`config.mk`:
```
export PLATFORM = sky130hd
export DESIGN_NAME = ethdma_irq_ctrl
export DESIGN_NICKNAME = d
export VERILOG_FILES = /design/src/rtl/ethdma_irq_pkg.sv /design/src/rtl/ethdma_pend_w1c.sv /design/src/rtl/ethdma_ctrl_reg.sv /design/src/rtl/ethdma_rx_meter.sv /design/src/rtl/ethdma_irq_ctrl.sv
export SDC_FILE = /design/constraint.sdc
export NUM_CORES = 1
export LEC_CHECK = 0
export BUFFER_PORTS_ARGS = -buffer_cell sky130_fd_sc_hd__buf_2
export CORE_MARGIN = 1
export CORE_UTILIZATION = 36
export CTS_BUF_LIST = sky130_fd_sc_hd__clkbuf_16
export DETAILED_ROUTE_END_ITERATION = 8
export GPL_TIMING_DRIVEN = 1
export PLACE_DENSITY = 0.76
export SLEW_MARGIN = 25
export SYNTH_ARGS = -nofsm -noshare
export SYNTH_HDL_FRONTEND = slang
export SYNTH_SLANG_ARGS = --single-unit
```
`constraint.sdc`:
```
create_clock -name clk -period 1.6 [get_ports clk]
set_input_delay 0.32 -clock clk [delete_from_list [all_inputs] [get_ports clk]]
set_output_delay 0.32 -clock clk [all_outputs]
set_load 0.01 [all_outputs]
```
`src/rtl/ethdma_irq_pkg.sv`:
```
package ethdma_irq_pkg;
  localparam int NUM_EVT = 8;
  localparam int CTRL_W  = 16;
  localparam int DEPTH_W = 5;
  localparam int OFF_W   = 3;

  // pending bit positions
  localparam int EV_TX_EMPTY = 0;
  localparam int EV_TX_SENT  = 1;
  localparam int EV_LINK     = 2;
  localparam int EV_MEM      = 3;
  localparam int EV_ABORT    = 4;
  localparam int EV_RX_THR   = 5;
  localparam int EV_RX_UNDER = 6;
  localparam int EV_RX_OVER  = 7;

  // control word positions
  localparam int CB_TXE_IE    = 0;
  localparam int CB_TX_RUN    = 1;
  localparam int CB_DEPTH_LSB = 4;
  localparam int CB_RX_IE     = 9;
  localparam int CB_OFF_LSB   = 12;
  localparam int CB_RX_RUN    = 15;
  localparam logic [CTRL_W-1:0] CTRL_WMASK = 16'hFFF3;

  localparam logic [NUM_EVT-1:0] FATAL_MASK  = 8'h98;
  localparam logic [NUM_EVT-1:0] ALWAYS_MASK = 8'hDE;

  // status / fifo-info field positions
  localparam int ST_RXPTR_LSB = 8;
  localparam int ST_TXPTR_LSB = 16;
  localparam int ST_SEQ_LSB   = 25;
  localparam int FI_WR_LSB    = 16;
  localparam int FI_RD_LSB    = 8;

  typedef enum logic [1:0] {
    RS_STATUS = 2'd0,
    RS_CTRL   = 2'd1,
    RS_FIFO   = 2'd2,
    RS_NONE   = 2'd3
  } reg_sel_e;
endpackage

```
`src/rtl/ethdma_pend_w1c.sv`:
```
module ethdma_pend_w1c #(
  parameter int N = 8
) (
  input  logic         clk,
  input  logic         rst_n,
  input  logic [N-1:0] set_i,
  input  logic [N-1:0] clr_i,
  output logic [N-1:0] pend_o
);
  for (genvar i = 0; i < N; i++) begin : g_bit
    always_ff @(posedge clk) begin
      if (!rst_n)        pend_o[i] <= 1'b0;
      else if (set_i[i]) pend_o[i] <= 1'b1;   // event beats clear
      else if (clr_i[i]) pend_o[i] <= 1'b0;
    end
  end
endmodule

```
`src/rtl/ethdma_ctrl_reg.sv`:
```
module ethdma_ctrl_reg
  import ethdma_irq_pkg::*;
(
  input  logic              clk,
  input  logic              rst_n,
  input  logic              wr_i,
  input  logic [CTRL_W-1:0] wdata_i,
  input  logic              fatal_i,
  output logic [CTRL_W-1:0] ctrl_o
);
  logic [CTRL_W-1:0] nxt;

  always_comb begin
    nxt = wr_i ? (wdata_i & CTRL_WMASK) : ctrl_o;
    if (fatal_i) begin
      nxt[CB_TX_RUN] = 1'b0;
      nxt[CB_RX_RUN] = 1'b0;
    end
  end

  always_ff @(posedge clk) begin
    if (!rst_n) ctrl_o <= '0;
    else        ctrl_o <= nxt;
  end
endmodule

```
`src/rtl/ethdma_rx_meter.sv`:
```
module ethdma_rx_meter
  import ethdma_irq_pkg::*;
#(
  parameter int PTR_W = 4
) (
  input  logic [PTR_W-1:0]   wr_ptr_i,
  input  logic [PTR_W-1:0]   rd_ptr_i,
  input  logic [DEPTH_W-1:0] depth_i,
  input  logic               run_i,
  output logic [DEPTH_W-1:0] level_o,
  output logic               thr_evt_o
);
  logic [PTR_W-1:0] diff;

  always_comb begin
    diff      = wr_ptr_i - rd_ptr_i;
    level_o   = DEPTH_W'(diff);
    thr_evt_o = run_i && (level_o != depth_i);
  end
endmodule

```
`src/rtl/ethdma_irq_ctrl.sv`:
```
module ethdma_irq_ctrl
  import ethdma_irq_pkg::*;
#(
  parameter int TXPTR_W = 9,
  parameter int RXPTR_W = 4,
  parameter int SEQ_W   = 5
) (
  input  logic               clk,
  input  logic               rst_n,
  input  logic [1:0]         reg_addr,
  input  logic               reg_wr,
  input  logic [31:0]        reg_wdata,
  output logic [31:0]        reg_rdata,
  input  logic               ev_tx_empty,
  input  logic               ev_tx_sent,
  input  logic               ev_link_fail,
  input  logic               ev_mem_err,
  input  logic               ev_tx_abort,
  input  logic               ev_rx_underflow,
  input  logic               ev_rx_overflow,
  input  logic [TXPTR_W-1:0] tx_rd_ptr,
  input  logic [RXPTR_W-1:0] rx_wr_ptr,
  input  logic [RXPTR_W-1:0] rx_rd_ptr,
  input  logic [SEQ_W-1:0]   rx_head_seq,
  output logic               irq,
  output logic               tx_dma_en,
  output logic               rx_dma_en,
  output logic [DEPTH_W-1:0] rx_depth_thr,
  output logic [OFF_W-1:0]   rx_data_offset
);
  reg_sel_e             sel;
  logic                 wr_status, wr_ctrl, fatal, thr_evt;
  logic [NUM_EVT-1:0]   set_vec, clr_vec, pend, en_mask;
  logic [CTRL_W-1:0]    ctrl;
  logic [DEPTH_W-1:0]   level;

  assign sel       = reg_sel_e'(reg_addr);
  assign wr_status = reg_wr && (sel == RS_STATUS);
  assign wr_ctrl   = reg_wr && (sel == RS_CTRL);

  always_comb begin
    set_vec              = '0;
    set_vec[EV_TX_EMPTY] = ev_tx_empty;
    set_vec[EV_TX_SENT]  = ev_tx_sent;
    set_vec[EV_LINK]     = ev_link_fail;
    set_vec[EV_MEM]      = ev_mem_err;
    set_vec[EV_ABORT]    = ev_tx_abort;
    set_vec[EV_RX_THR]   = thr_evt;
    set_vec[EV_RX_UNDER] = ev_rx_underflow;
    set_vec[EV_RX_OVER]  = ev_rx_overflow;
  end

  assign clr_vec = wr_status ? reg_wdata[NUM_EVT-1:0] : '0;
  assign fatal   = |(set_vec & FATAL_MASK);

  ethdma_pend_w1c #(.N(NUM_EVT)) u_pend (
    .clk(clk), .rst_n(rst_n), .set_i(set_vec), .clr_i(clr_vec), .pend_o(pend)
  );

  ethdma_ctrl_reg u_ctrl (
    .clk(clk), .rst_n(rst_n), .wr_i(wr_ctrl), .wdata_i(reg_wdata[CTRL_W-1:0]),
    .fatal_i(fatal), .ctrl_o(ctrl)
  );

  assign tx_dma_en      = ctrl[CB_TX_RUN];
  assign rx_dma_en      = ctrl[CB_RX_RUN];
  assign rx_depth_thr   = ctrl[CB_DEPTH_LSB +: DEPTH_W];
  assign rx_data_offset = ctrl[CB_OFF_LSB +: OFF_W];

  ethdma_rx_meter #(.PTR_W(RXPTR_W)) u_meter (
    .wr_ptr_i(rx_wr_ptr), .rd_ptr_i(rx_rd_ptr), .depth_i(rx_depth_thr),
    .run_i(rx_dma_en), .level_o(level), .thr_evt_o(thr_evt)
  );

  always_comb begin
    en_mask            = ALWAYS_MASK;
    en_mask[EV_TX_EMPTY] = ctrl[CB_TXE_IE];
    en_mask[EV_RX_THR]   = ctrl[CB_RX_IE];
  end

  assign irq = |(pend & en_mask);

  always_comb begin
    reg_rdata = '0;
    unique case (sel)
      RS_STATUS: begin
        reg_rdata[NUM_EVT-1:0]             = pend;
        reg_rdata[ST_RXPTR_LSB +: RXPTR_W] = rx_rd_ptr;
        reg_rdata[ST_TXPTR_LSB +: TXPTR_W] = tx_rd_ptr;
        reg_rdata[ST_SEQ_LSB +: SEQ_W]     = rx_head_seq;
      end
      RS_CTRL: reg_rdata[CTRL_W-1:0] = ctrl;
      RS_FIFO: begin
        reg_rdata[FI_WR_LSB +: RXPTR_W] = rx_wr_ptr;
        reg_rdata[FI_RD_LSB +: RXPTR_W] = rx_rd_ptr;
        reg_rdata[DEPTH_W-1:0]          = level;
      end
      default: reg_rdata = '0;
    endcase
  end
endmodule

```
* Yosys cells after proc, flatten, opt, wreduce, memory -nomap -nowiden *
Index checks and enable logic that the tools add are counted.

storage, ports and cells
  bits in registers = 22
  bits of input ports = 66
  output and inout port bits = 43
  word-level logic and storage cells = 54

operators by class
  $add $sub $neg = 1
  equal/unequal tests = 3
  multiplexer cells = 23
  bitwise operators = 2
  reductions and logical operators = 15

operators with widths
  operator                                                                count
  1-bit 2-to-1 mux                                                        16
  4-bit case mux with 2 select lines                                      2
  2-bit nonzero test                                                      8
  5-bit case mux with 3 select lines                                      1
  10-bit 2-to-1 mux                                                       1
  8-bit bitwise AND                                                       1
  8-bit 2-to-1 mux                                                        1
  8-bit OR reduction                                                      1
  3-bit case mux with 2 select lines                                      1
  4-bit by 5-bit inequality test with 1-bit output                        1
  4-bit 2-to-1 mux                                                        1
  4-bit OR reduction                                                      1
  4-bit subtractor                                                        1
  1-bit logical AND                                                       3
  2-bit by 1-bit equality test with 1-bit output (second input constant)  1
  2-bit equality test (second input constant)                             1
  2-bit zero test                                                         1
  2-bit OR reduction                                                      1
  1-bit inverter                                                          1

* Logic depth before layout (Yosys ltp) *
Gate-level depths: netlist of run 1.

  depth in word-level cells = 5
  mapped depth = 8
  gate-level depth less buffers = 8

* Cells and area by module *
From an unflattened synthesis of run 1, not the netlist that was laid out.

second synthesis, totals
  cell total of the unflattened synthesis = 167
  area, all modules = 1629.1 um^2

modules (own cells, without submodules)
  module           instances  cells each  area each (um^2)  seq. area each (um^2)
  ethdma_ctrl_reg  1          49          563.0             280.3
  ethdma_irq_ctrl  1          69          535.5             0.0
  ethdma_pend_w1c  1          25          337.8             160.2
  ethdma_rx_meter  1          24          192.7             0.0

* Least setup slack after synthesis of run 1 *
Ideal clock, no wire load.

  kind = input to output
  from = in rx_wr_ptr[0]
  to = out reg_rdata[2]
  arrival = 1.444 ns
  data required time = 1.280 ns
  slack = -0.164 ns
  stages = 6
  buffers on the path = 0
  path through = inv_1 ha_1 inv_1 fa_1 xnor2_1 a211oi_1

on the way
  cells in the longest elaborated chain, start to end = 2

ends and longest elaborated chain
  element                             line                   source
  from (decl)                         ethdma_irq_ctrl.sv:22  input logic [RXPTR_W-1:0] rx_wr_ptr,
  4-bit subtractor                    ethdma_rx_meter.sv:16  diff = wr_ptr_i - rd_ptr_i;
  5-bit case mux with 3 select lines  ethdma_irq_ctrl.sv:85  unique case (sel)
  to (decl)                           ethdma_irq_ctrl.sv:13  output logic [31:0] reg_rdata,

Every way passes these cells.

* Worst setup path in the final report of run 1 *
  from = in rx_wr_ptr[0]
  to = out reg_rdata[1]

Same word-level chain as after synthesis.

==> results of run 1 <==
## power by group through the flow
stage	Combinational (mW)	Sequential (mW)	Clock [mW]
after floorplan	0.214	0.597	0
after global placement	0.367	0.603	0
after detailed placement	0.374	0.604	0
after CTS	0.422	0.592	0.708
after global routing	0.487	0.596	0.732
final	0.444	0.593	0.696
## sequential cells by signal, summed over array words and instances (netlist names)
signal         count
u_pend.pend_o      8
u_ctrl.ctrl_o     14
## logic make-up after synthesis
group	Yosys count	synth area share, %
buffers and inverters	24	9.37
XOR/XNOR	7	4.25
other	1	0.260
multiplexers	9	6.25
flip-flops	22	30.6
AND/OR/NAND/NOR	87	29.5
adder cells (fa/ha/maj)	4	3.99
AO/OA/AOI/OAI	37	15.8
## placed cells by master, fill, tap and decap left out, types with 4 or more instances in the layout
cell type  synthesis  routed
a21boi_0           4       4
a21boi_1           9       9
a21oi_1           13      12
and2_1            14      14
buf_2              3      84
buf_4             11      24
dfxtp_1           22      22
mux2i_1            9       9
nand2_1           46      46
nor2_1            10      10
nor2b_1            7       7
o22ai_1            4       4
## worst paths after layout
path                     start                end  cells after the start
max reg2reg   u_ctrl.ctrl_o[5]   u_pend.pend_o[5]                      4
min reg2reg  u_ctrl.ctrl_o[11]  u_ctrl.ctrl_o[11]                      2
min               ev_link_fail   u_pend.pend_o[2]                      3
max               rx_wr_ptr[0]       reg_rdata[1]                      8
## stage by stage
step	area [µm²]	TNS, ps	setup WS [ps]	cells	util (%)
finish	2250	-593	-237	339	60.0
detailed placement	1980	-1080	-305	327	52.9
global route	2250	-823	-293	339	60.0
floorplan	1470	-6.53	-6.53	192	-
global placement	1980	-935	-271	327	52.9
CTS	2200	-701	-294	336	58.7
## area by class of cell
| type | instances | area, µm² | share of cell area (%) |
|---|---|---|---|
| clock inverters | 1 | 30.0 | 1.34 |
| flip-flops and latches | 22 | 440 | 19.6 |
| clock buffers | 3 | 75.1 | 3.34 |
| inverters | 6 | 32.5 | 1.45 |
| repair buffers | 113 | 668 | 29.7 |
| well taps | 48 | 60.1 | 2.67 |
| multi-input cells | 146 | 941 | 41.9 |
## critical path: stages
cell,delay (ps)
buf_8,100
clkinv_4,40
ha_4,110
inv_2,30
fa_2,550
mux2i_1,70
o21ai_1,140
buf_2,150
## per-layer routing
metal / track usage [%] / vias to the layer above / part of all wire (%)
met5: 0 / - / 0
met4: 6.79 / 0 / 1.1
met3: 4.34 / 5 / 8.1
met2: 39.7 / 83 / 50
met1: 22.8 / 721 / 41
li1: - / 822 / -
## what timing repair did
action                     4_1_cts  5_1_grt
buffers inserted                 5        3
pin swaps                       14       12
resized for setup               17        7
setup endpoints to repair        3        4
==> results.json, run 1 <==
{
  "power_switching_mw": 0.423,
  "grt_pass1_vias": 1492,
  "yosysSeqAreaShare_pct": 30.6,
  "initial_core_util_pct": 38.5,
  "die_w_um": 65.3,
  "powerDensity_nw_per_um2": 771,
  "yosysTopAreaCell": "dfxtp_1",
  "grt_pass1_wl_mm": 6.78,
  "setup_viol": 4,
  "clockBufferDepth": 2,
  "end_kind": "output port",
  "finalHoldViolCount": 0,
  "viasPerCell": 4.81,
  "rsz0062_at_grt": "yes",
  "clock_skew_ps": 3.44,
  "combPwrFrac_pct": 25.6,
  "cts_buffers": 3,
  "outcome": "complete, but fails checks",
  "coreArea_um2": 3740,
  "numPortBuffers": 90,
  "ys_async_sr_fraction_pct": 0,
  "holdBufCountCts": 0,
  "worst_ep_arrival_time_ps": 1520,
  "maxSlewViolCount": 0,
  "synth-seq-cells": 22,
  "clkSinkCount": 22,
  "ys_top_cells_by_area": "dfxtp_1 (31%), nand2_1 (12%), mux2i_1 (6.3%), and2_1 (6.1%), buf_4 (5.7%)",
  "pwr-share-clk_pct": 40.2,
  "area_growth_pct": 55.9,
  "drive_gt1_share_pct": 45.7,
  "finalPower_mw": 1.73,
  "die_height_um": 65.3,
  "route.vias.total": 1631,
  "dp_hpwl_mm": 3.30,
  "violations": "setup timing",
  "fmax_ghz": 0.544,
  "yosysUniqueCellTypes": 30,
  "cp.required_ps": 1280,
  "avgSynthCellArea_um2": 7.55,
  "cts_tree": "yes",
  "hold_path.class": "in -> reg",
  "r2r_slack_ps": 610,
  "htreeDepth": 1,
  "ant_nets": 0,
  "p_int_mw": 1.31,
  "p_leak_nw": 1.11,
  "holdWs_ps": 292,
  "clk_latency_ps": 260,
  "clockRootBuffer": "clkbuf_16",
  "routedWlPerCell_um": 12.8,
  "synth_most_common_cell": "nand2_1",
  "antenna_cells": 0,
  "fp-row-count": 22,
  "grt_antenna_before_repair": 0,
  "synth_top_cells_by_count": "nand2_1 (46), dfxtp_1 (22), and2_1 (14)",
  "grtUsageTotal_pct": 21.0,
  "syn_inst": 191,
  "drcViolationCount": 0,
  "synthFlopType": "dfxtp_1",
  "yosys_warnings": 0,
  "startpoint_type": "input pin",
  "timing.final.ws_setup_ps": -237,
  "synthDominantCellAreaShare_pct": 30.6,
  "fin_nets": 362,
  "grt_max_degree": 21,
  "drv_cap": 0,
  "finalCritPeriodShare_pct": 115,
  "firstDrtPassIters": 4,
  "synth_area_um2": 1440,
  "synth-edff-count": 0,
  "worstSetupPathType": "in -> out",
  "cp_max_fo": 2,
  "grt-ovfl-total": 0,
  "cts.clk_slew.worst_paths_ps": 60,
  "fillers": 352,
  "drt_wl_total_mm": 4.34,
  "ir_drop_uv": 553,
  "io_pins": 109,
  "swShare_pct": 24.4,
  "gp_congestion": 0.922,
  "die-area_um2": 4260,
  "pwr-share-seq_pct": 34.2,
  "drt_iter0_markers": 41,
  "fin_crit_ps": 1840
}
(Power assumes the default switching activity.)
==> inputs of run 2 (changes only) <==
Settings changed: CORE_MARGIN 1 to unset, RECOVER_POWER set to 100.
==> results.json, run 2 (synthesized netlist as in run 1, its figures left out) <==
{
  "dp_hpwl_mm": 3.30,
  "ir_drop_uv": 552,
  "numPortBuffers": 90,
  "worst_pin_slew_ps": 528,
  "rsz0062_at_grt": "yes",
  "grt_use_met3_pct": 4.34,
  "cp.required_ps": 1280,
  "fmax_ghz": 0.543,
  "worstSetupPathType": "in -> out",
  "area_growth_pct": 53.0,
  "cp-endpoint": "reg_rdata[1]",
  "largest_reg_flops": 14,
  "worst_ep_arrival_time_ps": 1520,
  "layout_commonest_cell": "buf_2",
  "drcViolationCount": 0,
  "maxSlewHeadroom_pct": 64.8,
  "grtUsageMet2_pct": 39.7,
  "initial_core_util_pct": 38.5,
  "cts_tree": "yes",
  "maxSlewViolCount": 0,
  "r2r_slack_ps": 600,
  "p_int_mw": 1.30,
  "die_height_um": 65.3,
  "grtUsageTotal_pct": 21.0,
  "grt_max_degree": 21,
  "r2r_cells": 4,
  "cts.clk_slew.worst_paths_ps": 60,
  "holdBufCountCts": 0,
  "clockBufferDepth": 2,
  "htreeDepth": 1,
  "fin_nets": 362,
  "top_regs": "u_ctrl.ctrl_o x14, u_pend.pend_o x8",
  "pwr-share-clk_pct": 40.4,
  "cts_buffers": 3,
  "gp_congestion": 0.922,
  "ant_nets": 0,
  "routedWlPerCell_um": 12.9,
  "fp-row-count": 22,
  "grt_pass1_wl_mm": 6.78,
  "top_usage_layer": "met2",
  "end_kind": "output port",
  "antenna_cells": 0,
  "hold_path.class": "in -> reg",
  "drv_cap": 0,
  "clkSinkCount": 22,
  "cp_max_fo": 2,
  "regMostFlops": "u_ctrl.ctrl_o",
  "firstDrtPassIters": 4,
  "die-area_um2": 4260,
  "drt_iter0_markers": 37,
  "reg2reg_to": "u_pend.pend_o[5]",
  "grt-ovfl-total": 0,
  "r2r_start": "u_ctrl.ctrl_o[5]",
  "outcome": "complete, but fails checks",
  "clk_latency_ps": 260,
  "final_cell_mix": "buf_2 (60), nand2_1 (46), clkbuf_1 (24)",
  "drive_gt1_share_pct": 37.1,
  "powerDensity_nw_per_um2": 781,
  "route.vias.total": 1628,
  "grt_pass1_vias": 1492,
  "timing.final.ws_setup_ps": -242,
  "place_ws_ps": -305,
  "drt_wl_total_mm": 4.36,
  "coreArea_um2": 3740,
  "p_leak_nw": 1.00,
  "hp-start": "ev_link_fail",
  "swShare_pct": 24.6,
  "placed_area_um2": 1980,
  "setup_viol": 4,
  "viasPerCell": 4.80,
  "startpoint": "rx_wr_ptr[0]",
  "fin_tns_setup_ps": -612,
  "fin_crit_ps": 1840,
  "io_pins": 109,
  "fin_area_um2": 2210,
  "pwr-share-seq_pct": 34.5,
  "fillers": 370,
  "finalCritPeriodShare_pct": 115,
  "clock_skew_ps": 3.28,
  "finalHoldViolCount": 0,
  "violations": "setup timing",
  "clockRootBuffer": "clkbuf_16",
  "startpoint_type": "input pin",
  "die_w_um": 65.3,
  "power_switching_mw": 0.424,
  "combPwrFrac_pct": 25.2,
  "grt_antenna_before_repair": 0,
  "use_met1_pct": 22.8
}
-- run 2: changes by cell type in the layout (fill, tap and decap cells not counted), moves of 4 or more --
cell	delta
a21boi_0	+7
a21boi_1	-7
and2_0	+8
and2_1	-7
buf_2	-24
buf_4	-4
clkbuf_1	+24
clkbuf_2	+4
-- run 2: power groups by stage --
stage | Combinational, mW | Sequential, mW | Clock (mW)
after floorplan | 0.214 | 0.597 | 0
after global placement | 0.367 | 0.603 | 0
after detailed placement | 0.374 | 0.604 | 0
after CTS | 0.422 | 0.592 | 0.708
after global routing | 0.476 | 0.596 | 0.732
final | 0.434 | 0.593 | 0.695
-- run 2: worst min path at each step --
stage / end / cells after the start
after floorplan: u_ctrl.ctrl_o[10] / 2
after global placement: u_ctrl.ctrl_o[11] / 2
after detailed placement: u_ctrl.ctrl_o[11] / 2
after CTS: u_pend.pend_o[2] / 3
after global routing: u_ctrl.ctrl_o[15] / 3
final: u_pend.pend_o[2] / 3
-- run 2: per-layer routing --
layer	routed length [µm]	share of wire (%)	vias to the layer above
li1	-	-	820
met1	1820	42	720
met2	2130	49	81
met3	337	7.7	7
met4	68	1.6	0
met5	0	0	-
-- run 2: layout make-up --
cell class              instances  area [µm²]  area share [%]
well taps                      48        60.1            2.72
repair buffers                113         628            28.5
flip-flops and latches         22         440            20.0
clock buffers                   3        75.1            3.40
clock inverters                 1        30.0            1.36
multi-input cells             146         940            42.6
inverters                       6        32.5            1.47
-- run 2: per-stage QoR --
stage               cells  hold WS (ps)  util [%]  power (mW)
floorplan             192           435         -       0.811
global placement      327           450      52.9       0.970
detailed placement    327           454      52.9       0.978
CTS                   336           292      58.7        1.72
global route          339           311      58.9        1.80
finish                339           292      58.9        1.72
-- run 2: timing repair --
item	in CTS	in global routing
setup endpoints to repair	3	4
pin swaps	14	12
buffers inserted	5	3
resized for setup	17	7
-- run 2: worst max-delay path, stage by stage --
cell and delay [ps]:
buf_8 100, clkinv_4 40, ha_4 110, inv_2 30
fa_2 550, mux2i_1 70, o21ai_1 140, buf_2 150
==> inputs of run 3 (changes only) <==
Settings changed: CELL_PAD_IN_SITES_DETAIL_PLACEMENT set to 0, CELL_PAD_IN_SITES_GLOBAL_PLACEMENT set to 2, CORE_UTILIZATION 36 to 17, PLACE_DENSITY 0.76 to unset, PLACE_DENSITY_LB_ADDON set to 0.1.
==> results.json, run 3 (synthesized netlist as in run 1, its figures left out) <==
{
  "outcome": "complete, but fails checks",
  "violations": "setup timing",
  "ir_drop_uv": 316,
  "holdBufCountCts": 0,
  "grt-ovfl-total": 0,
  "hold_path.class": "in -> reg",
  "firstDrtPassIters": 4,
  "utilization_pct": 26.7,
  "worst_ep_arrival_time_ps": 1500,
  "clk_latency_ps": 260,
  "gp_congestion": 0.704,
  "die_w_um": 94.1,
  "antenna_cells": 0,
  "fin_nets": 361,
  "timing.final.ws_setup_ps": -218,
  "drt_iter0_markers": 50,
  "fmax_ghz": 0.550,
  "finalCritPeriodShare_pct": 114,
  "clockBufferDepth": 2,
  "slowest_stage": "fa_2",
  "place_ws_ps": -341,
  "grt_pass1_wl_mm": 7.70,
  "viasPerCell": 4.05,
  "clock_skew_ps": 4.48,
  "cts_tree": "yes",
  "cp_max_fo": 2,
  "cts_buffers": 3,
  "numPortBuffers": 90,
  "ant_nets": 0,
  "grt_max_degree": 21,
  "drive_gt1_share_pct": 37.6,
  "clkSinkCount": 22,
  "die-area_um2": 8850,
  "end_kind": "output port",
  "clockRootBuffer": "clkbuf_16",
  "regMostFlops": "u_ctrl.ctrl_o",
  "area_growth_pct": 52.3,
  "top_regs": "u_ctrl.ctrl_o x14, u_pend.pend_o x8",
  "drcViolationCount": 0,
  "startpoint_type": "input pin",
  "io_pins": 109,
  "wl_met2_mm": 2.43,
  "fin_tns_setup_ps": -575,
  "initial_core_util_pct": 17.5,
  "crit_path_max_incr_delay_ps": 550,
  "holdWs_ps": 293,
  "largest_reg_flops": 14,
  "die_height_um": 94.1,
  "grt_pass1_vias": 1450,
  "cp.required_ps": 1280,
  "grt_antenna_before_repair": 0,
  "coreArea_um2": 8220,
  "route.vias.total": 1600,
  "htreeDepth": 1,
  "drv_cap": 0,
  "cts.clk_slew.worst_paths_ps": 60,
  "setup_viol": 3,
  "wl_met1_mm": 2.41,
  "layout_commonest_cell": "buf_2",
  "grtUsageTotal_pct": 11.5,
  "dp_hpwl_mm": 4.17,
  "fp-row-count": 33,
  "maxSlewViolCount": 0,
  "wl_met3_um": 320,
  "worstSetupPathType": "in -> out",
  "final_cell_mix": "buf_2 (63), nand2_1 (46), dfxtp_1 (22)",
  "routedWlPerCell_um": 13.2,
  "drt_wl_total_mm": 5.21,
  "fin_crit_ps": 1820,
  "p_leak_nw": 0.989,
  "finalHoldViolCount": 0,
  "worstPathCellList": "buf_8 -> inv_6 -> ha_4 -> inv_2 -> fa_2 -> mux2i_1 -> o21ai_1 -> buf_2",
  "highest_layer": "met4",
  "powerDensity_nw_per_um2": 703,
  "rsz0062_at_grt": "yes"
}
==> run 3: cell types whose count changed in the layout (fill, tap and decap cells not counted), sizes merged <==
cell / before / now
inv: 5 / 6
buf: 85 / 81
bufinv: 1 / 0
clkbuf: 31 / 34
==> run 3: cell type report <==
class / count / area [µm²]
fillers: 951 / 6020
clock buffers: 3 / 75.1
flip-flops and latches: 22 / 440
inverters: 6 / 27.5
repair buffers: 112 / 591
clock inverters: 1 / 3.75
well taps: 105 / 131
multi-input cells: 146 / 926
==> run 3: power breakdown <==
| group | internal (mW) | switching (mW) | total, mW |
|---|---|---|---|
| combinational | 0.209 | 0.201 | 0.410 |
| clock | 0.334 | 0.204 | 0.538 |
| sequential | 0.571 | 0.0243 | 0.595 |
| total | 1.11 | 0.429 | 1.54 |
==> run 3: path summary, 6_finish.rpt <==
kind	start	to	slack [ps]	depth (start not counted)
setup / recovery	rx_wr_ptr[0]	reg_rdata[1]	-220	8
setup reg to reg	u_ctrl.ctrl_o[4]	u_pend.pend_o[5]	610	4
hold reg to reg	u_ctrl.ctrl_o[1]	u_ctrl.ctrl_o[1]	480	2
hold / removal	ev_link_fail	u_pend.pend_o[2]	290	3
==> run 3: routing by layer <==
metal	global-route usage, %	vias to the layer above
met5	0	-
met4	3.46	0
met3	2.27	4
met2	18.9	51
met1	15.0	730
li1	-	815
==> run 3: repair_timing <==
item / 4_1_cts / 5_1_grt
gates resized for setup: 7 / 8
endpoints found under the setup margin: 4 / 5
buffers inserted: 2 / 2
pin swaps: 6 / 8
==> run 3: critical path: cells and delay by family <==
family / cells / cell delay, ps
buffers and inverters: 4 / 310
adder cells (fa/ha/maj): 2 / 670
AO/OA/AOI/OAI: 1 / 110
multiplexers: 1 / 80
==> run 3: per-stage QoR <==
step / cell area, µm² / std cells / total power [mW]
floorplan: 1470 / 192 / 0.811
global placement: 2080 / 387 / 1.00
detailed placement: 2080 / 387 / 0.998
CTS: 2190 / 393 / 1.56
global route: 2190 / 395 / 1.63
finish: 2190 / 395 / 1.54
